===== config.mk =====
export PLATFORM = sky130hd
export DESIGN_NAME = xu_int_exec
export DESIGN_NICKNAME = d
export VERILOG_FILES = /design/src/rtl/xu_pkg.sv /design/src/rtl/xu_addsub.sv /design/src/rtl/xu_logic.sv /design/src/rtl/xu_shift.sv /design/src/rtl/xu_int_exec.sv
export SDC_FILE = /design/constraint.sdc
export NUM_CORES = 1
export LEC_CHECK = 0
export ABC_AREA = 0
export BUFFER_PORTS_ARGS = -buffer_cell sky130_fd_sc_hd__buf_4
export CORE_ASPECT_RATIO = 1.75
export CORE_MARGIN = 4
export CORE_UTILIZATION = 66
export DETAILED_ROUTE_END_ITERATION = 8
export GPL_TIMING_DRIVEN = 0
export PLACE_DENSITY = 0.88
export REMOVE_ABC_BUFFERS = 1
export SLEW_MARGIN = 15
export SYNTH_ARGS = -nofsm -noshare
export SYNTH_HDL_FRONTEND = slang
export SYNTH_SLANG_ARGS = --single-unit

===== constraint.sdc =====
create_clock -name vclk -period 10.2
set_input_delay 0.51 -clock vclk [all_inputs]
set_output_delay 0.51 -clock vclk [all_outputs]
set_load 0.03 [all_outputs]

===== src/rtl/xu_pkg.sv =====
package xu_pkg;
   localparam int OP_W = 5;

   typedef enum logic [OP_W-1:0] {
      OP_ADD   = 5'd0,  OP_ADDU  = 5'd1,  OP_SUB   = 5'd2,  OP_SUBU  = 5'd3,
      OP_ADDI  = 5'd4,  OP_ADDIU = 5'd5,  OP_AND   = 5'd6,  OP_OR    = 5'd7,
      OP_XOR   = 5'd8,  OP_NOR   = 5'd9,  OP_ANDI  = 5'd10, OP_ORI   = 5'd11,
      OP_XORI  = 5'd12, OP_LUI   = 5'd13, OP_SLL   = 5'd14, OP_SRL   = 5'd15,
      OP_SRA   = 5'd16, OP_SLLV  = 5'd17, OP_SRLV  = 5'd18, OP_SRAV  = 5'd19,
      OP_SLT   = 5'd20, OP_SLTU  = 5'd21, OP_SLTI  = 5'd22, OP_SLTIU = 5'd23
   } xu_op_e;

   localparam int NUM_LEGAL_OPS = 24;

   typedef enum logic [1:0] {LG_AND, LG_OR, LG_XOR, LG_NOR} xu_logic_e;
   typedef enum logic [1:0] {SH_LL, SH_RL, SH_RA} xu_shift_e;
   typedef enum logic [2:0] {SRC_ADD, SRC_LOGIC, SRC_SHIFT, SRC_LESS, SRC_UPPER, SRC_NONE} xu_src_e;
endpackage


===== src/rtl/xu_addsub.sv =====
module xu_addsub #(
   parameter int DATA_W = 32,
   parameter bit RIPPLE = 1'b0
) (
   input  logic [DATA_W-1:0] a,
   input  logic [DATA_W-1:0] b,
   input  logic              sub,
   output logic [DATA_W-1:0] sum,
   output logic              carry,
   output logic              ovf
);
   localparam int MSB = DATA_W - 1;

   logic [DATA_W-1:0] b_eff;
   assign b_eff = sub ? ~b : b;

   generate
      if (RIPPLE) begin : g_ripple
         logic [DATA_W:0] c;
         assign c[0] = sub;
         for (genvar i = 0; i < DATA_W; i++) begin : g_bit
            assign sum[i]   = a[i] ^ b_eff[i] ^ c[i];
            assign c[i+1]   = (a[i] & b_eff[i]) | (c[i] & (a[i] ^ b_eff[i]));
         end
         assign carry = c[DATA_W];
      end else begin : g_behav
         logic [DATA_W:0] full;
         assign full  = {1'b0, a} + {1'b0, b_eff} + {{DATA_W{1'b0}}, sub};
         assign sum   = full[MSB:0];
         assign carry = full[DATA_W];
      end
   endgenerate

   // same-sign inputs to the adder core, result sign flipped
   assign ovf = (a[MSB] == b_eff[MSB]) && (sum[MSB] != a[MSB]);
endmodule


===== src/rtl/xu_logic.sv =====
module xu_logic
   import xu_pkg::*;
#(
   parameter int DATA_W = 32
) (
   input  logic [DATA_W-1:0] a,
   input  logic [DATA_W-1:0] b,
   input  xu_logic_e         kind,
   output logic [DATA_W-1:0] y
);
   always_comb begin
      unique case (kind)
         LG_AND:  y = a & b;
         LG_OR:   y = a | b;
         LG_XOR:  y = a ^ b;
         default: y = ~(a | b);
      endcase
   end
endmodule


===== src/rtl/xu_shift.sv =====
module xu_shift
   import xu_pkg::*;
#(
   parameter int DATA_W = 32,
   parameter bit STAGED = 1'b1,
   localparam int SH_W  = $clog2(DATA_W)
) (
   input  logic [DATA_W-1:0] value,
   input  logic [SH_W-1:0]   amount,
   input  xu_shift_e         kind,
   output logic [DATA_W-1:0] y
);
   localparam int MSB = DATA_W - 1;

   generate
      if (STAGED) begin : g_staged
         logic              left;
         logic              fill;
         logic [DATA_W-1:0] rev_in;
         logic [DATA_W-1:0] rev_out;
         logic [DATA_W-1:0] st [SH_W+1];

         assign left = (kind == SH_LL);
         assign fill = (kind == SH_RA) & value[MSB];

         for (genvar i = 0; i < DATA_W; i++) begin : g_rev
            assign rev_in[i]  = value[MSB-i];
            assign rev_out[i] = st[SH_W][MSB-i];
         end

         assign st[0] = left ? rev_in : value;

         for (genvar s = 0; s < SH_W; s++) begin : g_stage
            localparam int STEP = 1 << s;
            assign st[s+1] = amount[s] ? {{STEP{fill}}, st[s][MSB:STEP]} : st[s];
         end

         assign y = left ? rev_out : st[SH_W];
      end else begin : g_behav
         always_comb begin
            case (kind)
               SH_LL:   y = value << amount;
               SH_RL:   y = value >> amount;
               SH_RA:   y = $unsigned($signed(value) >>> amount);
               default: y = value;
            endcase
         end
      end
   endgenerate
endmodule


===== src/rtl/xu_int_exec.sv =====
module xu_int_exec
   import xu_pkg::*;
#(
   parameter int DATA_W         = 32,
   parameter int IMM_W          = 16,
   parameter bit RIPPLE_ADDER   = 1'b0,
   parameter bit STAGED_SHIFTER = 1'b1,
   localparam int SH_W          = $clog2(DATA_W)
) (
   input  logic [DATA_W-1:0] opnd_a,
   input  logic [DATA_W-1:0] opnd_b,
   input  logic [IMM_W-1:0]  imm,
   input  logic [SH_W-1:0]   shamt,
   input  logic [OP_W-1:0]   op_sel,
   output logic [DATA_W-1:0] result,
   output logic              wr_en,
   output logic              ovf_trap,
   output logic              illegal_op
);
   localparam int MSB   = DATA_W - 1;
   localparam int EXT_W = DATA_W - IMM_W;

   generate
      if ((DATA_W & (DATA_W - 1)) != 0) begin : g_bad_width
         $error("xu_int_exec: DATA_W must be a power of two");
      end
      if (DATA_W < 2 * IMM_W) begin : g_bad_imm
         $error("xu_int_exec: DATA_W must hold two immediate fields");
      end
   endgenerate

   logic [DATA_W-1:0] imm_sx, imm_zx, upper;
   assign imm_sx = {{EXT_W{imm[IMM_W-1]}}, imm};
   assign imm_zx = {{EXT_W{1'b0}}, imm};
   assign upper  = {imm, {EXT_W{1'b0}}};

   // decoded controls
   logic [DATA_W-1:0] add_b, lg_b, sh_val;
   logic [SH_W-1:0]   sh_amt;
   logic              add_sub, trap_en, less_signed, legal;
   xu_logic_e         lg_kind;
   xu_shift_e         sh_kind;
   xu_src_e           src;

   always_comb begin
      add_b       = opnd_b;
      add_sub     = 1'b0;
      trap_en     = 1'b0;
      lg_b        = opnd_b;
      lg_kind     = LG_AND;
      sh_val      = opnd_b;
      sh_amt      = shamt;
      sh_kind     = SH_LL;
      less_signed = 1'b0;
      src         = SRC_NONE;
      legal       = 1'b1;
      case (op_sel)
         OP_ADD:   begin src = SRC_ADD; trap_en = 1'b1; end
         OP_ADDU:  begin src = SRC_ADD; end
         OP_SUB:   begin src = SRC_ADD; add_sub = 1'b1; trap_en = 1'b1; end
         OP_SUBU:  begin src = SRC_ADD; add_sub = 1'b1; end
         OP_ADDI:  begin src = SRC_ADD; add_b = imm_sx; trap_en = 1'b1; end
         OP_ADDIU: begin src = SRC_ADD; add_b = imm_sx; end
         OP_AND:   begin src = SRC_LOGIC; lg_kind = LG_AND; end
         OP_OR:    begin src = SRC_LOGIC; lg_kind = LG_OR; end
         OP_XOR:   begin src = SRC_LOGIC; lg_kind = LG_XOR; end
         OP_NOR:   begin src = SRC_LOGIC; lg_kind = LG_NOR; end
         OP_ANDI:  begin src = SRC_LOGIC; lg_kind = LG_AND; lg_b = imm_zx; end
         OP_ORI:   begin src = SRC_LOGIC; lg_kind = LG_OR;  lg_b = imm_zx; end
         OP_XORI:  begin src = SRC_LOGIC; lg_kind = LG_XOR; lg_b = imm_zx; end
         OP_LUI:   begin src = SRC_UPPER; end
         OP_SLL:   begin src = SRC_SHIFT; sh_kind = SH_LL; end
         OP_SRL:   begin src = SRC_SHIFT; sh_kind = SH_RL; end
         OP_SRA:   begin src = SRC_SHIFT; sh_kind = SH_RA; end
         OP_SLLV:  begin src = SRC_SHIFT; sh_kind = SH_LL; sh_amt = opnd_a[SH_W-1:0]; end
         OP_SRLV:  begin src = SRC_SHIFT; sh_kind = SH_RL; sh_amt = opnd_a[SH_W-1:0]; end
         OP_SRAV:  begin src = SRC_SHIFT; sh_kind = SH_RA; sh_amt = opnd_a[SH_W-1:0]; end
         OP_SLT:   begin src = SRC_LESS; add_sub = 1'b1; less_signed = 1'b1; end
         OP_SLTU:  begin src = SRC_LESS; add_sub = 1'b1; end
         OP_SLTI:  begin src = SRC_LESS; add_sub = 1'b1; add_b = imm_sx; less_signed = 1'b1; end
         OP_SLTIU: begin src = SRC_LESS; add_sub = 1'b1; add_b = imm_sx; end
         default:  begin legal = 1'b0; end
      endcase
   end

   // datapath
   logic [DATA_W-1:0] add_y, lg_y, sh_y;
   logic              add_c, add_v, less;

   xu_addsub #(.DATA_W(DATA_W), .RIPPLE(RIPPLE_ADDER)) u_add (
      .a(opnd_a), .b(add_b), .sub(add_sub), .sum(add_y), .carry(add_c), .ovf(add_v)
   );

   xu_logic #(.DATA_W(DATA_W)) u_logic (
      .a(opnd_a), .b(lg_b), .kind(lg_kind), .y(lg_y)
   );

   xu_shift #(.DATA_W(DATA_W), .STAGED(STAGED_SHIFTER)) u_shift (
      .value(sh_val), .amount(sh_amt), .kind(sh_kind), .y(sh_y)
   );

   // a - b: signed order from sign xor overflow, unsigned from borrow
   assign less = less_signed ? (add_y[MSB] ^ add_v) : ~add_c;

   always_comb begin
      case (src)
         SRC_ADD:   result = add_y;
         SRC_LOGIC: result = lg_y;
         SRC_SHIFT: result = sh_y;
         SRC_LESS:  result = {{(DATA_W-1){1'b0}}, less};
         SRC_UPPER: result = upper;
         default:   result = '0;
      endcase
   end

   assign ovf_trap   = legal & trap_en & add_v;
   assign wr_en      = legal & ~ovf_trap;
   assign illegal_op = ~legal;
endmodule


==> results of run 1 <==
-- layout by cell type, fill, tap and decap left out, types with 5 or more instances in the layout --
master and count:
a221oi_1 9, o221ai_1 11, mux2i_1 82, buf_4 125
a211oi_1 21, o21bai_1 9, nand4_1 10, nand3b_1 5
nand2b_1 20, mux4_2 10, inv_1 77, a211o_1 8
o21ai_0 54, o22ai_1 20, a21oi_1 109, o211a_1 5
and3_1 7, a21o_1 22, and2_1 5, nor3_1 18
a32oi_1 7, nor2_1 69, nor2b_1 7, nand3_1 41
or3_1 8, o2111ai_1 7, ha_1 97, a31oi_1 19
mux2_2 26, o211ai_1 14, o31ai_1 5, xnor2_1 67
a22oi_1 11, nand2_1 156, o21a_1 7, xor2_1 12
-- report_power, final --
group          internal [mW]  total [mW]  leakage, nW  switching (mW)
logic                  0.286       0.779         4.41           0.492
registers                  0           0            0               0
clock network              0           0            0               0
-- area by class of cell --
type / instances / share of cell area
Tap cell: 168 / 0.0224
Timing Repair Buffer: 135 / 0.121
Multi-Input combinational cell: 1060 / 0.826
Inverter: 77 / 0.0308
-- cells by family after synthesis --
kind of cell               count (synthesis)  share of synthesized area
AOI/OAI and AO/OA                        388                      0.313
and+or+nand+nor                          373                      0.207
buffers and inverters                    173                     0.0839
muxes                                    122                      0.166
adders and majority gates                 98                      0.147
xor gates and xnor gates                  79                     0.0827
-- per-layer routing --
metal  wire length [um]  part of all wire  global-route usage
met5                 49            0.0013                   0
met1              11600              0.30               0.550
met2              16600              0.42               0.811
met3               5290              0.14               0.167
met4               5510              0.14               0.519
-- cell usage after synthesis, types with 5 or more instances --
cell and n:
xnor2_1 67, nand3_1 41, o211ai_1 14, o21a_1 7
mux2_2 26, a21oi_1 110, a32oi_1 7, and3_1 7
nand2b_1 21, o221ai_1 11, nor3_1 18, o2111ai_1 7
nand3b_1 5, a211o_1 8, or3_1 8, inv_1 77
nor2b_1 7, o31ai_1 5, a221oi_1 9, nand4_1 10
a22oi_1 11, nand2_1 157, mux2i_1 84, o21bai_1 9
a21o_1 22, xor2_1 12, buf_1 11, a211oi_1 21
o21ai_0 54, ha_1 97, o22ai_1 20, clkbuf_1 64
mux4_2 10, o211a_1 5, buf_2 15, nor2_1 72
a31oi_1 19
-- metrics by stage --
step	cells	util	worst slack (ps)	hold WS, ps
2_1_floorplan	1137	-	4270	1240
3_3_place_gp	1430	0.732	2440	1460
3_5_place_dp	1440	0.755	4270	1460
4_1_cts	1440	0.755	4260	1460
5_1_grt	1440	0.755	3890	1480
6_report	1440	0.755	4040	1480
-- how the worst max path moves through the flow --
stage | endpoint | slack [ps]
after floorplan | result[28] | 4270
after global placement | result[28] | 2440
after detailed placement | result[28] | 4270
after CTS | result[28] | 4260
after global routing | result[28] | 3890
final | result[0] | 4040
==> metrics, run 1 <==
status=finished clean; Seq Cell Count=0; max-slew violations=0; ANT nets after route=0; Hold Crit Class=primary input to output pin; Synth Cell Area=8370 um^2; io pins=roughly 130; Synth Area per Inst=around 6.8 um^2; DRC=0; min-delay src=imm[10]; Max Cap Viol=0; Worst EP arrival=5650 ps; IR drop worst, VDD=just under 60 uV; Total Routing Usage GR=0.526; DR WL/cell=roughly 27 um; via count=10900; Placement Cell Area=approximately 9400 um^2; Area Overhead vs Synth=12.1%; critical path type=primary input to output pin; Setup-failing EPs final=0; synth unique cells=between 80 and 90; Post-CTS Resized=0; clock buf count=0; total global routing overflow=0; area share of the largest cell type after synthesis=0.145; Die Wd=93.1 um; post-synthesis sequential area ratio=0; Tightest Pin Transition=1310 ps; hold depth=4; Fin Setup TNS=0 ps; crit path launch=op_sel[2]; die area=between 10000 and 15000 um^2; maximum number of pins on one net before global-route repair=39; layout cells sized above 1=0.161; initial antenna violation count=3; top cells by area, synth=ha_1 (15%), mux2i_1 (10%), nand2_1 (7.0%); # hold bufs at CTS=0; CP max FO=18; required time worst endpoint=between 9000 and 10000 ps; Yosys top cell by area=ha_1; Avg Vias per Cell=7.56; fill cell count=982; final weighted congestion in routability-driven placement=1.06; n_diodes=0; Final Net Count=1462; Slew HR=0.127; vias in the first global route=between 10000 and 15000; critical path's slowest cell=nor2_2; period utilization=0.604; PwrDens=83.0 nW/um^2; Pleak=4.41 nW; WP depth=17; CP bufs+invs=2; Worst Hold Path EP=result[26]; crit-path max cell delay=800 ps; final HPWL from detailed placement=29600 um; Reg area=0 um^2; min cycle time layout=~6000 ps; Die Height=157 um; DR iter-0 viols=1371; crit path capture type=output pin; total wire length=39000 um; final hold violation count=0; worst path cell trace=buf_4 -> nor2b_1 -> nand2_2 -> nor2_2 -> a21oi_1 -> xnor2_1 -> ha_1 -> a21o_1 -> a21oi_1 -> o21bai_1 -> a2111o_1 -> o21ai_0 -> nand3_1 -> a221oi_2 -> nor4bb_1 -> or3_1 -> buf_4; total power=0.779 mW; RSZ-0062 raised after global routing=no; first drt pass iteration count=7; Initial Util=0.673; PortBufs=125; YS warnings=0; multi-input logic area=7740 um^2; global-route wire length before repair=approximately 59000 um; row cnt=between 50 and 60; Critical Path Start Type=primary input; Placeable Area=12400 um^2; Post-CTS Setup Repair Bufs=0; Peak Freq=0.162 GHz; final instance area=9380 um^2; Post-Syn Instances=1233; Top delay family on crit path=simple AND/OR/NAND/NOR gates
(Power assumes the default switching activity.)
==> inputs of run 2 (changes only) <==
--- a/config.mk
+++ b/config.mk
@@ -9,10 +9,10 @@
 export BUFFER_PORTS_ARGS = -buffer_cell sky130_fd_sc_hd__buf_4
 export CORE_ASPECT_RATIO = 1.75
 export CORE_MARGIN = 4
-export CORE_UTILIZATION = 66
+export CORE_UTILIZATION = 62
 export DETAILED_ROUTE_END_ITERATION = 8
 export GPL_TIMING_DRIVEN = 0
-export PLACE_DENSITY = 0.88
+export PLACE_DENSITY = 0.83
 export REMOVE_ABC_BUFFERS = 1
 export SLEW_MARGIN = 15
 export SYNTH_ARGS = -nofsm -noshare
==> constraint.sdc (replaced) <==
create_clock -name vclk -period 6.5
set_input_delay 0.325 -clock vclk [all_inputs]
set_output_delay 0.325 -clock vclk [all_outputs]
set_load 0.03 [all_outputs]
==> run 2 against run 1 <==
Via count shrank 2.3%; first-iteration DRC count shrank 15%; total power grew 56%; critical path depth is the same.
==> metrics, run 2 (synthesized netlist as in run 1, its figures left out) <==
maximum number of pins on one net before global-route repair=35; max-slew violations=0; Top delay family on crit path=compound AO/OA/AOI/OAI gates; Reg area=0 um^2; # hold bufs at CTS=0; min cycle time layout=5670 ps; vias in the first global route=10100; Hold Crit Class=primary input to output pin; crit-path max cell delay=about 800 ps; Peak Freq=around 0.18 GHz; Total Routing Usage GR=0.496; Die Height=162 um; worst path cell trace=buf_4 -> nor2b_1 -> nand2_2 -> nor2_2 -> a21oi_1 -> xnor2_1 -> ha_1 -> and4_1 -> a221oi_1 -> o21ai_0 -> a221oi_1 -> o21ai_0 -> a31oi_1 -> nor2_1 -> xnor2_1 -> o221ai_1 -> buf_4; PwrDens=129 nW/um^2; first drt pass iteration count=6; Final WS setup=approximately 830 ps; Tightest Pin Transition=1220 ps; period utilization=0.872; Worst EP arrival=5340 ps; Placement Setup Slack=approximately 1000 ps; Area Overhead vs Synth=12.5%; final weighted congestion in routability-driven placement=1.06; final HPWL from detailed placement=slightly below 30000 um; n_diodes=0; hold_ws=1100 ps; Max Cap Viol=0; via count=10600; Die Wd=95.8 um; IR drop worst, VDD=103 uV; layout cells sized above 1=0.162; CP max FO=18; row cnt=55; Post-CTS Resized=0; RSZ-0062 raised after global routing=no; critical path's slowest cell=nor2_2; most common cell after layout, fill and taps aside=nand2_1; initial antenna violation count=3; Initial Util=0.640; total wire length=39000 um; status=finished clean; crit path capture type=output pin; Pleak=~4.4 nW; most frequent cells in the layout=nand2_1 (156), buf_4 (125), a21oi_1 (109); final hold violation count=0; critical path type=primary input to output pin; die area=15500 um^2; Seq Cell Count=0; crit path launch=op_sel[2]; Post-CTS Setup Repair Bufs=0; CP endpoint=result[28]; Critical Path Start Type=primary input; WP depth=17; clock buf count=0; total global routing overflow=0; DRC=0; global-route wire length before repair=approximately 60000 um; required time worst endpoint=just over 6000 ps; CP bufs+invs=2; Slew HR=0.183; ANT nets after route=0; Avg Vias per Cell=between 7 and 8; Setup-failing EPs final=0; io pins=125; DR iter-0 viols=1160; Final Net Count=1463; Fin Setup TNS=0 ps; Placeable Area=around 13000 um^2; PortBufs=125; DR WL/cell=27.0 um
## run 2: changes by cell type in the layout (fill, tap and decap cells not counted)
cell	delta
buf_12	+1
mux2i_2	-1
mux2i_4	+1
o21ai_0	-1
o21ai_1	+1
## run 2: final cells by class
type / count / area, um^2
multi-input combinational: 1060 / 7750
fill: 1133 / 3660
timing repair buffer: 136 / 1160
inverter: 77 / 289
tap: 171 / 214
## run 2: worst min-delay path by stage
stage                    from          to  depth (start not counted)
floorplan           op_sel[4]  illegal_op                          1
global placement      imm[10]  result[26]                          4
detailed placement    imm[10]  result[26]                          4
CTS                   imm[10]  result[26]                          4
global route          imm[10]  result[26]                          4
finish                imm[10]  result[26]                          4
## run 2: per-stage QoR
stage | instance area (um^2) | util | instances | total power [mW]
floorplan | 7960 | - | 1137 | 0.750
global placement | 9110 | 0.697 | 1433 | 1.12
detailed placement | 9400 | 0.719 | 1443 | 1.15
CTS | 9400 | 0.719 | 1443 | 1.16
global route | 9410 | 0.720 | 1444 | 1.28
finish | 9410 | 0.720 | 1444 | 1.22
## run 2: tightest hold or removal path, delay by kind of cell
family	cells	cell delay, ps
buffers and inverters	2	290
AND/OR/NAND/NOR	1	80
AO/OA/AOI/OAI	1	80
## run 2: power by group
part / internal, mW / leakage [nW] / total, mW / switching, mW
registers: 0 / 0 / 0 / 0
clock network: 0 / 0 / 0 / 0
logic: 0.450 / 4.42 / 1.22 / 0.768
total: 0.450 / 4.42 / 1.22 / 0.768
## run 2: metal layers
metal / up-vias / share of wire / track usage
li1: 4604 / - / -
met2: 838 / 0.44 / 0.761
met5: - / 0.00051 / 0.0104
met3: 319 / 0.13 / 0.177
met4: 2 / 0.13 / 0.451
met1: 4873 / 0.31 / 0.513
